<file path="src/rtl/dma_sched_pkg.sv">
package dma_sched_pkg;

  // Command word bit positions shared with the register decoder.
  localparam int CMD_OFF_BIT    = 2;
  localparam int CMD_ROTATE_BIT = 4;
  localparam int CMD_HOLD_BIT   = 8;

  typedef enum logic [2:0] {
    S_IDLE   = 3'd0,
    S_SCAN   = 3'd1,
    S_ISSUE  = 3'd2,
    S_WAIT   = 3'd3,
    S_FINISH = 3'd4
  } sched_state_e;

endpackage

</file>
<file path="src/rtl/dma_req_latch.sv">
module dma_req_latch #(
  parameter int NCH = 4
) (
  input  logic           clk,
  input  logic           rst_n,
  input  logic [NCH-1:0] hw_req,
  input  logic [NCH-1:0] term_clr,
  output logic [NCH-1:0] req_q
);

  logic [NCH-1:0] prev_q;

  always_ff @(posedge clk) begin
    if (!rst_n) prev_q <= '0;
    else        prev_q <= hw_req;
  end

  for (genvar i = 0; i < NCH; i++) begin : g_ch
    always_ff @(posedge clk) begin
      if (!rst_n)                       req_q[i] <= 1'b0;
      else if (!hw_req[i])              req_q[i] <= 1'b0;
      else if (hw_req[i] && !prev_q[i]) req_q[i] <= 1'b1;
      else if (term_clr[i])             req_q[i] <= 1'b0;
    end
  end

endmodule

</file>
<file path="src/rtl/dma_prio_pick.sv">
module dma_prio_pick #(
  parameter int NCH  = 4,
  parameter int CH_W = 2,
  localparam int SW  = CH_W + 1
) (
  input  logic [NCH-1:0]  elig,
  input  logic [CH_W-1:0] base,
  input  logic [SW-1:0]   from_step,
  output logic            found,
  output logic [SW-1:0]   pick_step,
  output logic [CH_W-1:0] pick_ch
);

  always_comb begin
    found     = 1'b0;
    pick_step = '0;
    pick_ch   = '0;
    for (int k = 0; k < NCH; k++) begin
      int idx;
      idx = int'(base) + k;
      if (idx >= NCH) idx = idx - NCH;
      if (!found && (k >= int'(from_step)) && elig[idx]) begin
        found     = 1'b1;
        pick_step = SW'(k);
        pick_ch   = CH_W'(idx);
      end
    end
  end

endmodule

</file>
<file path="src/rtl/dma_debt_acct.sv">
module dma_debt_acct #(
  parameter int DEBT_W = 16,
  parameter int MULT   = 1
) (
  input  logic              clk,
  input  logic              rst_n,
  input  logic              clr,
  input  logic              load,
  input  logic [DEBT_W-1:0] load_val,
  input  logic              pay,
  output logic              has_debt
);

  localparam logic [DEBT_W-1:0] STEP = DEBT_W'(MULT);

  logic [DEBT_W-1:0] debt_q;

  always_ff @(posedge clk) begin
    if (!rst_n)     debt_q <= '0;
    else if (clr)   debt_q <= '0;
    else if (load)  debt_q <= load_val;
    else if (pay)   debt_q <= (debt_q > STEP) ? (debt_q - STEP) : '0;
  end

  assign has_debt = (debt_q != '0);

endmodule

</file>
<file path="src/rtl/dma_chan_sched.sv">
module dma_chan_sched
  import dma_sched_pkg::*;
#(
  parameter int NCH    = 4,
  parameter int CMD_W  = 16,
  parameter int CLK_W  = 8,
  parameter int DEBT_W = 16,
  parameter int MULT   = 1,
  localparam int CH_W  = (NCH > 1) ? $clog2(NCH) : 1,
  localparam int SW    = CH_W + 1
) (
  input  logic              clk,
  input  logic              rst_n,
  input  logic [CMD_W-1:0]  cmd,
  input  logic              sched_tick,
  input  logic [NCH-1:0]    hw_req,
  input  logic [NCH-1:0]    sw_req,
  input  logic [NCH-1:0]    chan_mask,
  output logic              iss_valid,
  input  logic              iss_ready,
  output logic [CH_W-1:0]   iss_ch,
  input  logic              res_valid,
  input  logic              res_performed,
  input  logic              res_terminated,
  input  logic [CLK_W-1:0]  res_clks,
  output logic              stall_valid,
  output logic [DEBT_W-1:0] stall_clks
);

  localparam logic [CH_W-1:0] LAST_CH   = CH_W'(NCH - 1);
  localparam logic [SW-1:0]   LAST_STEP = SW'(NCH - 1);

  sched_state_e      state_q;
  logic [CH_W-1:0]   start_q, base_q, ch_q;
  logic [SW-1:0]     step_q, cur_step_q;
  logic [DEBT_W-1:0] cost_q;
  logic [NCH-1:0]    req_q, elig, term_clr;
  logic              enabled, rotate, hold;
  logic              found, has_debt, pay, clr, load, stop_now;
  logic [SW-1:0]     pick_step;
  logic [CH_W-1:0]   pick_ch;
  logic [DEBT_W:0]   cost_sum;
  logic              unused_cmd;

  assign unused_cmd = ^cmd;
  assign enabled = !cmd[CMD_OFF_BIT] && (chan_mask != '1);
  assign rotate  = cmd[CMD_ROTATE_BIT];
  assign hold    = cmd[CMD_HOLD_BIT];
  assign elig    = (req_q | sw_req) & ~chan_mask & {NCH{enabled}};

  always_comb begin
    term_clr = '0;
    if (state_q == S_WAIT && res_valid && res_terminated) term_clr[ch_q] = 1'b1;
  end

  dma_req_latch #(.NCH(NCH)) u_req (
    .clk      (clk),
    .rst_n    (rst_n),
    .hw_req   (hw_req),
    .term_clr (term_clr),
    .req_q    (req_q)
  );

  dma_prio_pick #(.NCH(NCH), .CH_W(CH_W)) u_pick (
    .elig      (elig),
    .base      (base_q),
    .from_step (step_q),
    .found     (found),
    .pick_step (pick_step),
    .pick_ch   (pick_ch)
  );

  assign pay  = (state_q == S_IDLE) && sched_tick && enabled && has_debt;
  assign clr  = (state_q == S_IDLE) && !enabled;
  assign load = (state_q == S_FINISH);

  dma_debt_acct #(.DEBT_W(DEBT_W), .MULT(MULT)) u_debt (
    .clk      (clk),
    .rst_n    (rst_n),
    .clr      (clr),
    .load     (load),
    .load_val (cost_q),
    .pay      (pay),
    .has_debt (has_debt)
  );

  assign cost_sum = {1'b0, cost_q} + (DEBT_W + 1)'(res_clks);
  assign stop_now = ((res_performed || res_terminated) && !hold) || (cur_step_q == LAST_STEP);

  always_ff @(posedge clk) begin
    if (!rst_n) begin
      state_q    <= S_IDLE;
      start_q    <= '0;
      base_q     <= '0;
      ch_q       <= '0;
      step_q     <= '0;
      cur_step_q <= '0;
      cost_q     <= '0;
    end else begin
      unique case (state_q)
        S_IDLE: begin
          if (!enabled) begin
            start_q <= '0;
          end else if (sched_tick && !has_debt) begin
            state_q <= S_SCAN;
            base_q  <= rotate ? start_q : '0;
            step_q  <= '0;
            cost_q  <= '0;
          end
        end
        S_SCAN: begin
          if (found) begin
            ch_q       <= pick_ch;
            cur_step_q <= pick_step;
            state_q    <= S_ISSUE;
          end else begin
            state_q    <= S_FINISH;
          end
        end
        S_ISSUE: begin
          if (iss_ready) state_q <= S_WAIT;
        end
        S_WAIT: begin
          if (res_valid) begin
            cost_q <= cost_sum[DEBT_W] ? '1 : cost_sum[DEBT_W-1:0];
            if (stop_now) begin
              state_q <= S_FINISH;
            end else begin
              step_q  <= cur_step_q + SW'(1);
              state_q <= S_SCAN;
            end
          end
        end
        S_FINISH: begin
          state_q <= S_IDLE;
          if (rotate) start_q <= (start_q == LAST_CH) ? '0 : start_q + CH_W'(1);
          else        start_q <= '0;
        end
        default: state_q <= S_IDLE;
      endcase
    end
  end

  assign iss_valid   = (state_q == S_ISSUE);
  assign iss_ch      = ch_q;
  assign stall_valid = (state_q == S_FINISH) && (cost_q != '0);
  assign stall_clks  = stall_valid ? cost_q : '0;

endmodule

</file>
<file path="config.mk">
export PLATFORM = sky130hd
export DESIGN_NAME = dma_chan_sched
export DESIGN_NICKNAME = d
export VERILOG_FILES = /design/src/rtl/dma_sched_pkg.sv /design/src/rtl/dma_req_latch.sv /design/src/rtl/dma_prio_pick.sv /design/src/rtl/dma_debt_acct.sv /design/src/rtl/dma_chan_sched.sv
export SDC_FILE = /design/constraint.sdc
export NUM_CORES = 1
export LEC_CHECK = 0
export CORE_MARGIN = 2
export CORE_UTILIZATION = 50
export DETAILED_ROUTE_END_ITERATION = 6
export GPL_TIMING_DRIVEN = 0
export HOLD_SLACK_MARGIN = 0.05
export PLACE_DENSITY = 0.83
export SYNTH_ARGS = -nofsm -noshare
export SYNTH_HDL_FRONTEND = slang
export SYNTH_SLANG_ARGS = --single-unit
</file>
<file path="constraint.sdc">
create_clock -name clk -period 6.62 [get_ports clk]
set_input_delay 1.324 -clock clk [delete_from_list [all_inputs] [get_ports clk]]
set_output_delay 1.324 -clock clk [all_outputs]
set_load 0.03 [all_outputs]
</file>
# Yosys cells after proc, flatten, opt, wreduce, memory -nomap -nowiden
# Cells that the tools add are included.
[classes]
bitwise = 5
n_reduce_logical = 56
n_addsub = 11
n_eq_ne = 13
mux = 64
order_cmp = 15
[op_table]
columns = ["cell", "n"]
rows = [
  ["$lt A32 B4 Y1 const B", 4],
  ["$mux W16", 8],
  ["$mux W32", 4],
  ["$ge A32 B4 Y1 const B", 3],
  ["$sub A32 B4 Y32 const B", 3],
  ["$pmux W16 S2", 1],
  ["$reduce_bool A16 Y1", 2],
  ["$mux W3", 10],
  ["$logic_and A1 B1 Y1", 22],
  ["$mux W1", 22],
  ["$mux W2", 10],
  ["$add A16 B8 Y17", 1],
  ["$gt A16 B1 Y1 const B", 1],
  ["$sub A16 B1 Y16 const B", 1],
  ["$reduce_bool A2 Y1", 7],
  ["$pmux W3 S4", 1],
  ["$reduce_and A2 Y1", 6],
  ["$logic_not A1 Y1", 11],
  ["$eq A3 B2 Y1 const B", 3],
  ["$and A4 B4 Y4", 2],
  ["$bmux W1 S2", 4],
  ["$ne A2 B2 Y1 const B", 4],
  ["$reduce_and A4 Y1", 2],
  ["$add A2 B2 Y3 const B", 2],
  ["other kinds (26)", 30],
]
[word_totals]
in_bits = 43
register_bits = 55
out_inout_bits = 20
word_cells = 177

# Logic depth before layout (Yosys ltp)
# Gate-level depths: netlist of the first run.
[logic_depth]
ltp_word = 22
depth_mapped = 12
depth_no_buf = 11

# Hierarchy
# Synthesis of the first run repeated with hierarchy kept, for this count alone.
[hier_totals]
cells_unflattened = 446
area_unflattened_um2 = 3694.8
[modules_own_cells]
columns = ["module", "n_inst", "area_each_um2", "cells_per_inst", "seq_area_each_um2"]
rows = [
  ["dma_chan_sched", 1, 2077.0, 255, 620.6],
  ["dma_debt_acct", 1, 1011.0, 126, 320.3],
  ["dma_prio_pick", 1, 361.6, 45, 0.0],
  ["dma_req_latch", 1, 245.2, 20, 160.2],
]

# Least setup slack after synthesis of the first run
# OpenSTA, ideal clock, no wires.
[synth_timing]
kind = "input-to-reg"
from = "in res_clks[1]"
to = "reg cost_q[15]"
setup_ns = 0.086
t_arrival_ns = 3.253
n_path_buf = 0
setup_slack_ns = 3.282
stages = 9
required_time_ns = 6.534
cell_sequence = "ha_1 a21o_1 a21oi_1 o21a_1 nor3_1 a41oi_1 or4_4 o21ba_2 a211oi_1"
[synth_between]
elab_chain_cells = 4
[synth_rtl]
columns = ["item", "line", "text"]
rows = [
  ["from (decl)", "dma_chan_sched.sv:25", "input logic [CLK_W-1:0] res_clks,"],
  ["$add A16 B8 Y17", "dma_chan_sched.sv:87", "assign cost_sum = {1'b0, cost_q} + (DEBT_W + 1)'(res_clks);"],
  ["$mux W16", "dma_chan_sched.sv:125", "cost_q <= cost_sum[DEBT_W] ? '1 : cost_sum[DEBT_W-1:0];"],
  ["$mux W16", "dma_chan_sched.sv:124", "if (res_valid) begin"],
  ["$pmux W16 S2", "dma_chan_sched.sv:100", "unique case (state_q)"],
  ["to (signal assigned)", "dma_chan_sched.sv:125", ""],
  ["to (decl)", "dma_chan_sched.sv:36", "logic [DEBT_W-1:0] cost_q;"],
]
# No other way between the ends. The select of a mux whose other input is x is not followed.
# A chain may end at the register's enable or synchronous reset.

# Final worst setup path of the first run
[layout_timing]
from = "reg state_q[2]"
to = "out stall_clks[8]"
[layout_between]
elab_chain_cells = 3
[layout_rtl]
columns = ["item", "line", "text"]
rows = [
  ["from (decl)", "dma_chan_sched.sv:33", "sched_state_e state_q;"],
  ["from (signal assigned)", "dma_chan_sched.sv:92", "state_q <= S_IDLE;"],
  ["from (signal assigned)", "dma_chan_sched.sv:105", "state_q <= S_SCAN;"],
  ["from (signal assigned)", "dma_chan_sched.sv:115", "state_q <= S_ISSUE;"],
  ["$eq A3 B3 Y1", "dma_chan_sched.sv:146", "assign stall_valid = (state_q == S_FINISH) && (cost_q != '0);"],
  ["$logic_and A1 B1 Y1", "dma_chan_sched.sv:146", ""],
  ["$mux W16", "dma_chan_sched.sv:147", "assign stall_clks = stall_valid ? cost_q : '0;"],
  ["to (decl)", "dma_chan_sched.sv:27", "output logic [DEBT_W-1:0] stall_clks"],
]
# No other way between the ends.

==> metrics.md, run 1 <==
| Metric | Value |
|---|---|
| Worst Setup SP | `state_q[2]$_SDFFE_PN0P_` |
| HPWL reported at the end of detailed placement | `6970 um` |
| Final Max Slew Viols | `0` |
| Dominant synthesized flop cell | `sky130_fd_sc_hd__dfxtp_1` |
| First-pass GRT wire length | `15000 um` |
| Row Count | `29` |
| Arrival time at the worst endpoint | `2.52 ns` |
| Nature of the critical path startpoint | `register` |
| Outcome | `finished clean` |
| Net switching power figure | `873 uW` |
| Number of vias in the routed layout | `3516` |
| Fraction of final layout cells sized beyond drive strength 1 | `4.81%` |
| Hold buffer count at cts | `0` |
| Clock share of power | `12.4%` |
| Distinct cells, synth | `57` |
| Total grt overflow | `0` |
| GPL Wtd Cong | `0.920` |
| Clock tree root buffer cell | `sky130_fd_sc_hd__clkbuf_8` |
| Number of enable flip-flop cells after synthesis | `0` |
| Fin. Hold Viols | `0` |
| Routed wire per std cell | `15.6 um` |
| Worst flop-to-flop path startpoint | `u_debt.debt_q[0]$_SDFFE_PP0P_` |
| Highest Clock Rate | `0.260 GHz` |
| Cell type with the largest total area after synthesis | `sky130_fd_sc_hd__dfxtp_1` |
| Synthesis-to-layout area growth | `20.6%` |
| Antenna violations before repair | `0` |
| Number of nets with antenna violations after detailed routing | `0` |
| Maximum buffer depth of the clock tree | `2` |
| Type of destination of the critical path | `primary output` |
| Clock-pin slew on the worst setup and hold paths | `0.10 ns` |
| Sequential-to-total area share from yosys stat | `32.4%` |
| Most common library cells after synthesis | `62 x sky130_fd_sc_hd__nor2_1, 54 x sky130_fd_sc_hd__dfxtp_1, 42 x sky130_fd_sc_hd__nand2_1` |
| Synth Net Count | `498` |
| Syn. warnings | `0` |
| Clock Skew | `0.0143 ns` |
| Most repeated cell in the gate-level netlist after synthesis | `sky130_fd_sc_hd__nor2_1` |
| Register bit count reported by yosys | `54` |
| Net count, final | `553` |
| DR iter-0 viols | `276` |
| Mapped cell area | `3340 sq um` |
| Hold Worst Slack | `0.414 ns` |
| Power share of the combinational group | `63.9%` |
| Number of violations of the max-capacitance limit | `0` |
| Pre-CTS worst setup slack | `2.55 ns` |
| Hold Startpoint | `u_req.prev_q[2]$_SDFF_PN0_` |
| Number of buffers inserted to repair setup after CTS | `0` |
| Port-buffer cells | `48` |
| Crit path setup slack, layout | `2.77 ns` |
| Initial core utilization | `52.3%` |
| Sequential Power Share | `23.7%` |
| Vert. Die Dim | `85.7 um` |
| Wirelength, routed | `8980 um` |
| Pleak | `0.00148 uW` |
| Die ar. | `7340 sq um` |
| H-tree lvl count | `2` |
| Die width | `85.7 um` |
| Non-Filler Cell Area, Final | `4020 sq um` |
| Proportion of total power due to net switching | `48.4%` |
| Antenna diodes | `0` |
| Worst-path maximum fanout | `10` |
| Final setup violation count | `0` |
| Clock tree from TritonCTS | `yes` |
| Setup repair after global routing missed its margin | `no` |
| Cells resized by post-CTS repair | `0` |
| Pin count of the biggest net entering global routing | `17` |
| Total power divided by cell area | `448 nW/um^2` |
| Worst rel slew slack | `54.8%` |
| Number of vias per cell | `6.10` |
| Clock latency of the later-clocked register in the worst-skew pair | `0.32 ns` |
| WS Path Type | `reg -> out` |
| Number of search-and-repair iterations in the first detailed-routing pass | `5` |
| Crit path required time | `5.30 ns` |
| Share of the clock period used by the worst path | `58.1%` |
| Core Footprint | `6390 sq um` |
| Area taken by flip-flops and latches | `1080 sq um` |
| Worst min-delay path class | `reg -> reg` |
| Async set-reset flop share out of synthesis | `0%` |
| # clock sinks | `54` |
| Pint | `931 uW` |
| Tot GR Track Use | `25.1%` |
| Placed standard-cell area | `3910 sq um` |
| Vias in the first global route | `3229` |
| Number of placed I/O pins | `63` |
| TritonCTS Buffers | `5` |
| Total Negative Setup Slacks | `0 ns` |
| Average footprint of a synthesized cell | `7.53 sq um` |
| Number of remaining DRC errors | `0` |
| Fraction of post-synthesis cell area in the top cell type by area | `32.4%` |
| Number of standard cells after synthesis | `443` |
| Worst-case vdd ir drop | `0.000852 V` |
| Number of fill cells | `567` |
| Area used by multi-input combinational logic | `2090 sq um` |
| Shortest clock period the worst path allows after layout | `3.85 ns` |
| Leading post-synthesis cells by cell area | `sky130_fd_sc_hd__dfxtp_1 32%, sky130_fd_sc_hd__nor2_1 7.0%, sky130_fd_sc_hd__a21oi_1 4.9%` |
| Slew at the pin with the worst max-slew slack | `0.678 ns` |
-- layer usage --
layer	part of all wire, %	GRT usage [%]	routed length, um	vias to the layer above
met5	0	0	0	-
met4	1.2	7.22	112	0
met3	5.8	3.56	518	12
met2	47	42.0	4260	130
met1	46	33.7	4090	1652
li1	-	-	-	1722
-- area by class of cell --
cell class	count	area share, %
Timing Repair Buffer	48	11.9
Buffer	18	2.05
Multi-Input combinational cell	349	52.0
Sequential cell	54	26.9
Clock inverter	2	0.933
Inverter	22	2.05
Clock buffer	6	1.80
Tap cell	77	2.39
-- metrics by stage --
step / std cells / utilization (%) / total power, uW
global placement: 568 / 61.3 / 1530
global route: 576 / 63.0 / 1940
floorplan: 443 / - / 1310
CTS: 576 / 63.0 / 1780
detailed placement: 568 / 61.3 / 1550
finish: 576 / 63.0 / 1800
-- power by group through the flow --
| stage | logic [uW] | clock network, uW | registers (uW) |
|---|---|---|---|
| 4_1_cts | 1130 | 227 | 425 |
| 3_5_place_dp | 1120 | 0 | 433 |
| 3_3_place_gp | 1100 | 0 | 430 |
| 6_report | 1150 | 224 | 428 |
| 5_1_grt | 1270 | 240 | 434 |
| 2_1_floorplan | 888 | 0 | 423 |
-- sequential cells by signal, summed over array words and instances (netlist names) --
name           cells
u_req.req_q        4
state_q            3
start_q            2
u_debt.debt_q     16
iss_ch             2
cur_step_q         2
step_q             3
cost_q            16
base_q             2
u_req.prev_q       4
-- critical path, cell delays in order, from the launching register on --
cell and delay [ns]:
sky130_fd_sc_hd__dfxtp_1 0.46, sky130_fd_sc_hd__nor3b_1 0.42, sky130_fd_sc_hd__clkbuf_1 0.39, sky130_fd_sc_hd__nand2_1 0.19, sky130_fd_sc_hd__inv_1 0.09, sky130_fd_sc_hd__clkdlybuf4s50_1 0.68
-- cells by family (layout without fill, tap and decap cells) --
kind of cell	count (synthesis)	in the layout	share of synthesized area [%]
simple gates	199	199	29.3
fa+ha+maj	12	12	4.72
xor+xnor	7	7	1.84
mux	5	5	1.50
flops	54	54	32.4
compound gates	126	126	25.3
buf+inv	40	96	4.95
-- layout by cell type (no fill, tap or decap), types with 4 or more instances in the layout --
cell type and n:
sky130_fd_sc_hd__a211oi_1 8, sky130_fd_sc_hd__a21boi_0 5, sky130_fd_sc_hd__a21oi_1 33, sky130_fd_sc_hd__a311oi_1 6
sky130_fd_sc_hd__a31oi_1 17, sky130_fd_sc_hd__and2_1 15, sky130_fd_sc_hd__and3_1 4, sky130_fd_sc_hd__clkbuf_1 13
sky130_fd_sc_hd__clkbuf_8 5, sky130_fd_sc_hd__clkdlybuf4s50_1 48, sky130_fd_sc_hd__dfxtp_1 54, sky130_fd_sc_hd__ha_1 11
sky130_fd_sc_hd__inv_1 22, sky130_fd_sc_hd__mux2i_1 5, sky130_fd_sc_hd__nand2_1 42, sky130_fd_sc_hd__nand2b_1 5
sky130_fd_sc_hd__nand3_1 11, sky130_fd_sc_hd__nor2_1 62, sky130_fd_sc_hd__nor2b_1 4, sky130_fd_sc_hd__nor3_1 27
sky130_fd_sc_hd__nor4_1 10, sky130_fd_sc_hd__o21ai_0 24, sky130_fd_sc_hd__xor2_1 4
-- worst paths after layout --
check | endpoint | slack, ns | cells after the start
max | stall_clks[8] | 2.77 | 5
min reg2reg | u_req.req_q[2]$_SDFFE_PN0P_ | 0.41 | 1
min | u_req.req_q[2]$_SDFFE_PN0P_ | 0.41 | 1
max reg2reg | u_debt.debt_q[10]$_SDFFE_PP0P_ | 3.87 | 8
Power figures use the tool's default switching activity.
==> run 2: changes to the inputs <==
==> constraint.sdc (replaced) <==
create_clock -name clk -period 3.7 [get_ports clk]
set_input_delay 0.74 -clock clk [delete_from_list [all_inputs] [get_ports clk]]
set_output_delay 0.74 -clock clk [all_outputs]
set_load 0.03 [all_outputs]
==> results of run 2 <==
Same layout as run 1 (identical final DEF). Status: finished clean.
Among the figures that moved: setup slack after placement 2.55 ns -> 0.210 ns; setup slack after layout 2.77 ns -> 0.436 ns; register-to-register setup slack 3.87 ns -> 0.95 ns; total power 1800 uW -> 3230 uW; worst IR drop on VDD 0.000852 V -> 0.00152 V
==> run 3: changes to the inputs <==
--- a/config.mk
+++ b/config.mk
@@ -6,11 +6,11 @@
 export NUM_CORES = 1
 export LEC_CHECK = 0
 export CORE_MARGIN = 2
-export CORE_UTILIZATION = 50
+export CORE_UTILIZATION = 53
 export DETAILED_ROUTE_END_ITERATION = 6
 export GPL_TIMING_DRIVEN = 0
 export HOLD_SLACK_MARGIN = 0.05
-export PLACE_DENSITY = 0.83
+export PLACE_DENSITY = 0.87
 export SYNTH_ARGS = -nofsm -noshare
 export SYNTH_HDL_FRONTEND = slang
 export SYNTH_SLANG_ARGS = --single-unit
==> run 3 against run 2 <==
Sequential share of layout area stayed put. Count of clock-buffer cells in the layout is the same. Worst setup slack got worse by 0.029 ns. Total power grew 1.1%. Core utilization rose by 4.2 points. Largest power group unchanged. Clock skew is essentially flat. Sequential power is 0.7% higher. Global-route usage up 0.69 points. Cell count decreased by 0.52%. Worst hold slack is essentially flat.
==> metrics.md, run 3 (synthesized netlist as in run 1, its figures left out) <==
| Metric | Value |
|---|---|
| Endpoint of the most critical register-to-register path | `u_debt.debt_q[10]$_SDFFE_PP0P_` |
| Number of nets with antenna violations after detailed routing | `0` |
| Die width | `83.4 um` |
| Total grt overflow | `0` |
| Clock tree from TritonCTS | `yes` |
| Pin count of the biggest net entering global routing | `16` |
| # clock sinks | `54` |
| Port-buffer cells | `48` |
| Vias in the first global route | `3149` |
| Total Negative Setup Slacks | `0 ns` |
| Number of buffers inserted to repair setup after CTS | `0` |
| Type of destination of the critical path | `primary output` |
| Share of the clock period used by the worst path | `89.0%` |
| Setup repair after global routing missed its margin | `no` |
| Worst-case vdd ir drop | `0.00124 V` |
| Nature of the critical path startpoint | `register` |
| Outcome | `finished clean` |
| Pleak | `0.00149 uW` |
| Fin. Hold Viols | `0` |
| Worst flop-to-flop path startpoint | `u_debt.debt_q[0]$_SDFFE_PP0P_` |
| Number of vias per cell | `6.20` |
| Row Count | `28` |
| GPL Wtd Cong | `0.927` |
| Arrival time at the worst endpoint | `2.55 ns` |
| Number of search-and-repair iterations in the first detailed-routing pass | `5` |
| Worst rel slew slack | `53.1%` |
| Final Max Slew Viols | `0` |
| TritonCTS Buffers | `5` |
| Number of vias in the routed layout | `3555` |
| Worst min-delay path class | `reg -> reg` |
| Total power | `3260 uW` |
| Count of cells along the worst register-to-register path | `8` |
| Maximum buffer depth of the clock tree | `2` |
| DR iter-0 viols | `338` |
| Net count, final | `553` |
| WS Path Type | `reg -> out` |
| Synthesis-to-layout area growth | `20.6%` |
| Total power divided by cell area | `811 nW/um^2` |
| Vert. Die Dim | `83.4 um` |
| Highest Clock Rate | `0.304 GHz` |
| Internal reg-to-reg setup slack | `0.83 ns` |
| Registers with the highest flip-flop counts | `cost_q: 16 flops, u_debt.debt_q: 16 flops` |
| First-pass GRT wire length | `14800 um` |
| H-tree lvl count | `2` |
| Slew at the pin with the worst max-slew slack | `0.703 ns` |
| Number of placed I/O pins | `63` |
| Routed wire per std cell | `15.9 um` |
| Clock-pin slew on the worst setup and hold paths | `0.09 ns` |
| Cell count of the worst hold path | `1` |
| Antenna diodes | `0` |
| Initial core utilization | `55.7%` |
| HPWL reported at the end of detailed placement | `6880 um` |
| Shortest clock period the worst path allows after layout | `3.29 ns` |
| Hold buffer count at cts | `0` |
| Clock latency of the later-clocked register in the worst-skew pair | `0.31 ns` |
| Hold Startpoint | `u_req.prev_q[0]$_SDFF_PN0_` |
| Die ar. | `6950 sq um` |
| Wirelength, routed | `9110 um` |
| Core Footprint | `5990 sq um` |
| Most common cell after layout, fill and taps aside | `sky130_fd_sc_hd__nor2_1` |
| Clock tree root buffer cell | `sky130_fd_sc_hd__clkbuf_8` |
| Tot GR Track Use | `25.8%` |
| Cells resized by post-CTS repair | `0` |
| Antenna violations before repair | `0` |
| Most frequent cells in the layout | `62 x sky130_fd_sc_hd__nor2_1, 54 x sky130_fd_sc_hd__dfxtp_1, 48 x sky130_fd_sc_hd__clkdlybuf4s50_1` |
| Worst-path maximum fanout | `10` |
| Crit path required time | `2.96 ns` |
| Fraction of final layout cells sized beyond drive strength 1 | `4.82%` |
| Clock Skew | `0.0138 ns` |
| Destination of the worst hold path | `u_req.req_q[0]$_SDFFE_PN0P_` |
| Number of remaining DRC errors | `0` |
| Final setup violation count | `0` |
| Number of violations of the max-capacitance limit | `0` |
run 3: changes by cell type in the layout (fill, tap and decap cells not counted), sizes merged:
cell      change
clkinvlp      -1
run 3: layout make-up:
class / instances / area [sq um]
fillers: 490 / 1970
flip-flops and latches: 54 / 1080
repair buffers: 48 / 480
well taps: 75 / 93.8
clock inverters: 1 / 30.0
plain buffers: 18 / 82.6
clock buffers: 6 / 82.6
multi-input cells: 349 / 2090
inverters: 22 / 82.6
run 3: how the worst max path moves through the flow:
stage                            start                       to  slack (ns)  cells after the start
2_1_floorplan              res_clks[1]  cost_q[15]$_SDFFE_PN0P_        0.95                      9
3_3_place_gp               res_clks[1]  cost_q[15]$_SDFFE_PN0P_        0.29                     10
3_5_place_dp               res_clks[1]  cost_q[15]$_SDFFE_PN0P_        0.21                     10
4_1_cts        state_q[2]$_SDFFE_PN0P_           stall_clks[10]        0.45                      5
5_1_grt        state_q[2]$_SDFFE_PN0P_            stall_clks[8]        0.27                      5
6_report       state_q[2]$_SDFFE_PN0P_           stall_clks[10]        0.41                      5
run 3: critical path, cell delays in order (launching register included):
cell	delay (ns)
sky130_fd_sc_hd__dfxtp_1	0.46
sky130_fd_sc_hd__nor3b_1	0.45
sky130_fd_sc_hd__clkbuf_1	0.39
sky130_fd_sc_hd__nand2_1	0.18
sky130_fd_sc_hd__inv_1	0.08
sky130_fd_sc_hd__clkdlybuf4s50_1	0.68
run 3: per-stage QoR:
step                hold WS (ns)  worst slack (ns)  instances  instance area (sq um)  utilization (%)
floorplan                  0.393             0.946        443                   3340                -
global placement           0.395             0.287        566                   3910             65.3
detailed placement         0.408             0.206        566                   3910             65.3
CTS                        0.422             0.451        573                   4020             67.2
global route               0.432             0.272        573                   4020             67.2
finish                     0.414             0.407        573                   4020             67.2
run 3: where the power goes:
part,total [uW],switching (uW),leakage (uW),internal [uW]
registers,770,92.0,0.000437,678
logic,2080,1300,0.000995,785
clock network,409,193,0.0000573,217
run 3: per-layer routing:
metal | share of wire, % | vias up | global-route usage, % | routed length (um)
li1 | - | 1723 | - | -
met1 | 44 | 1632 | 35.5 | 4010
met2 | 47 | 185 | 41.0 | 4260
met3 | 7.7 | 15 | 3.68 | 705
met4 | 1.4 | 0 | 9.54 | 127
met5 | 0 | - | 0 | 0
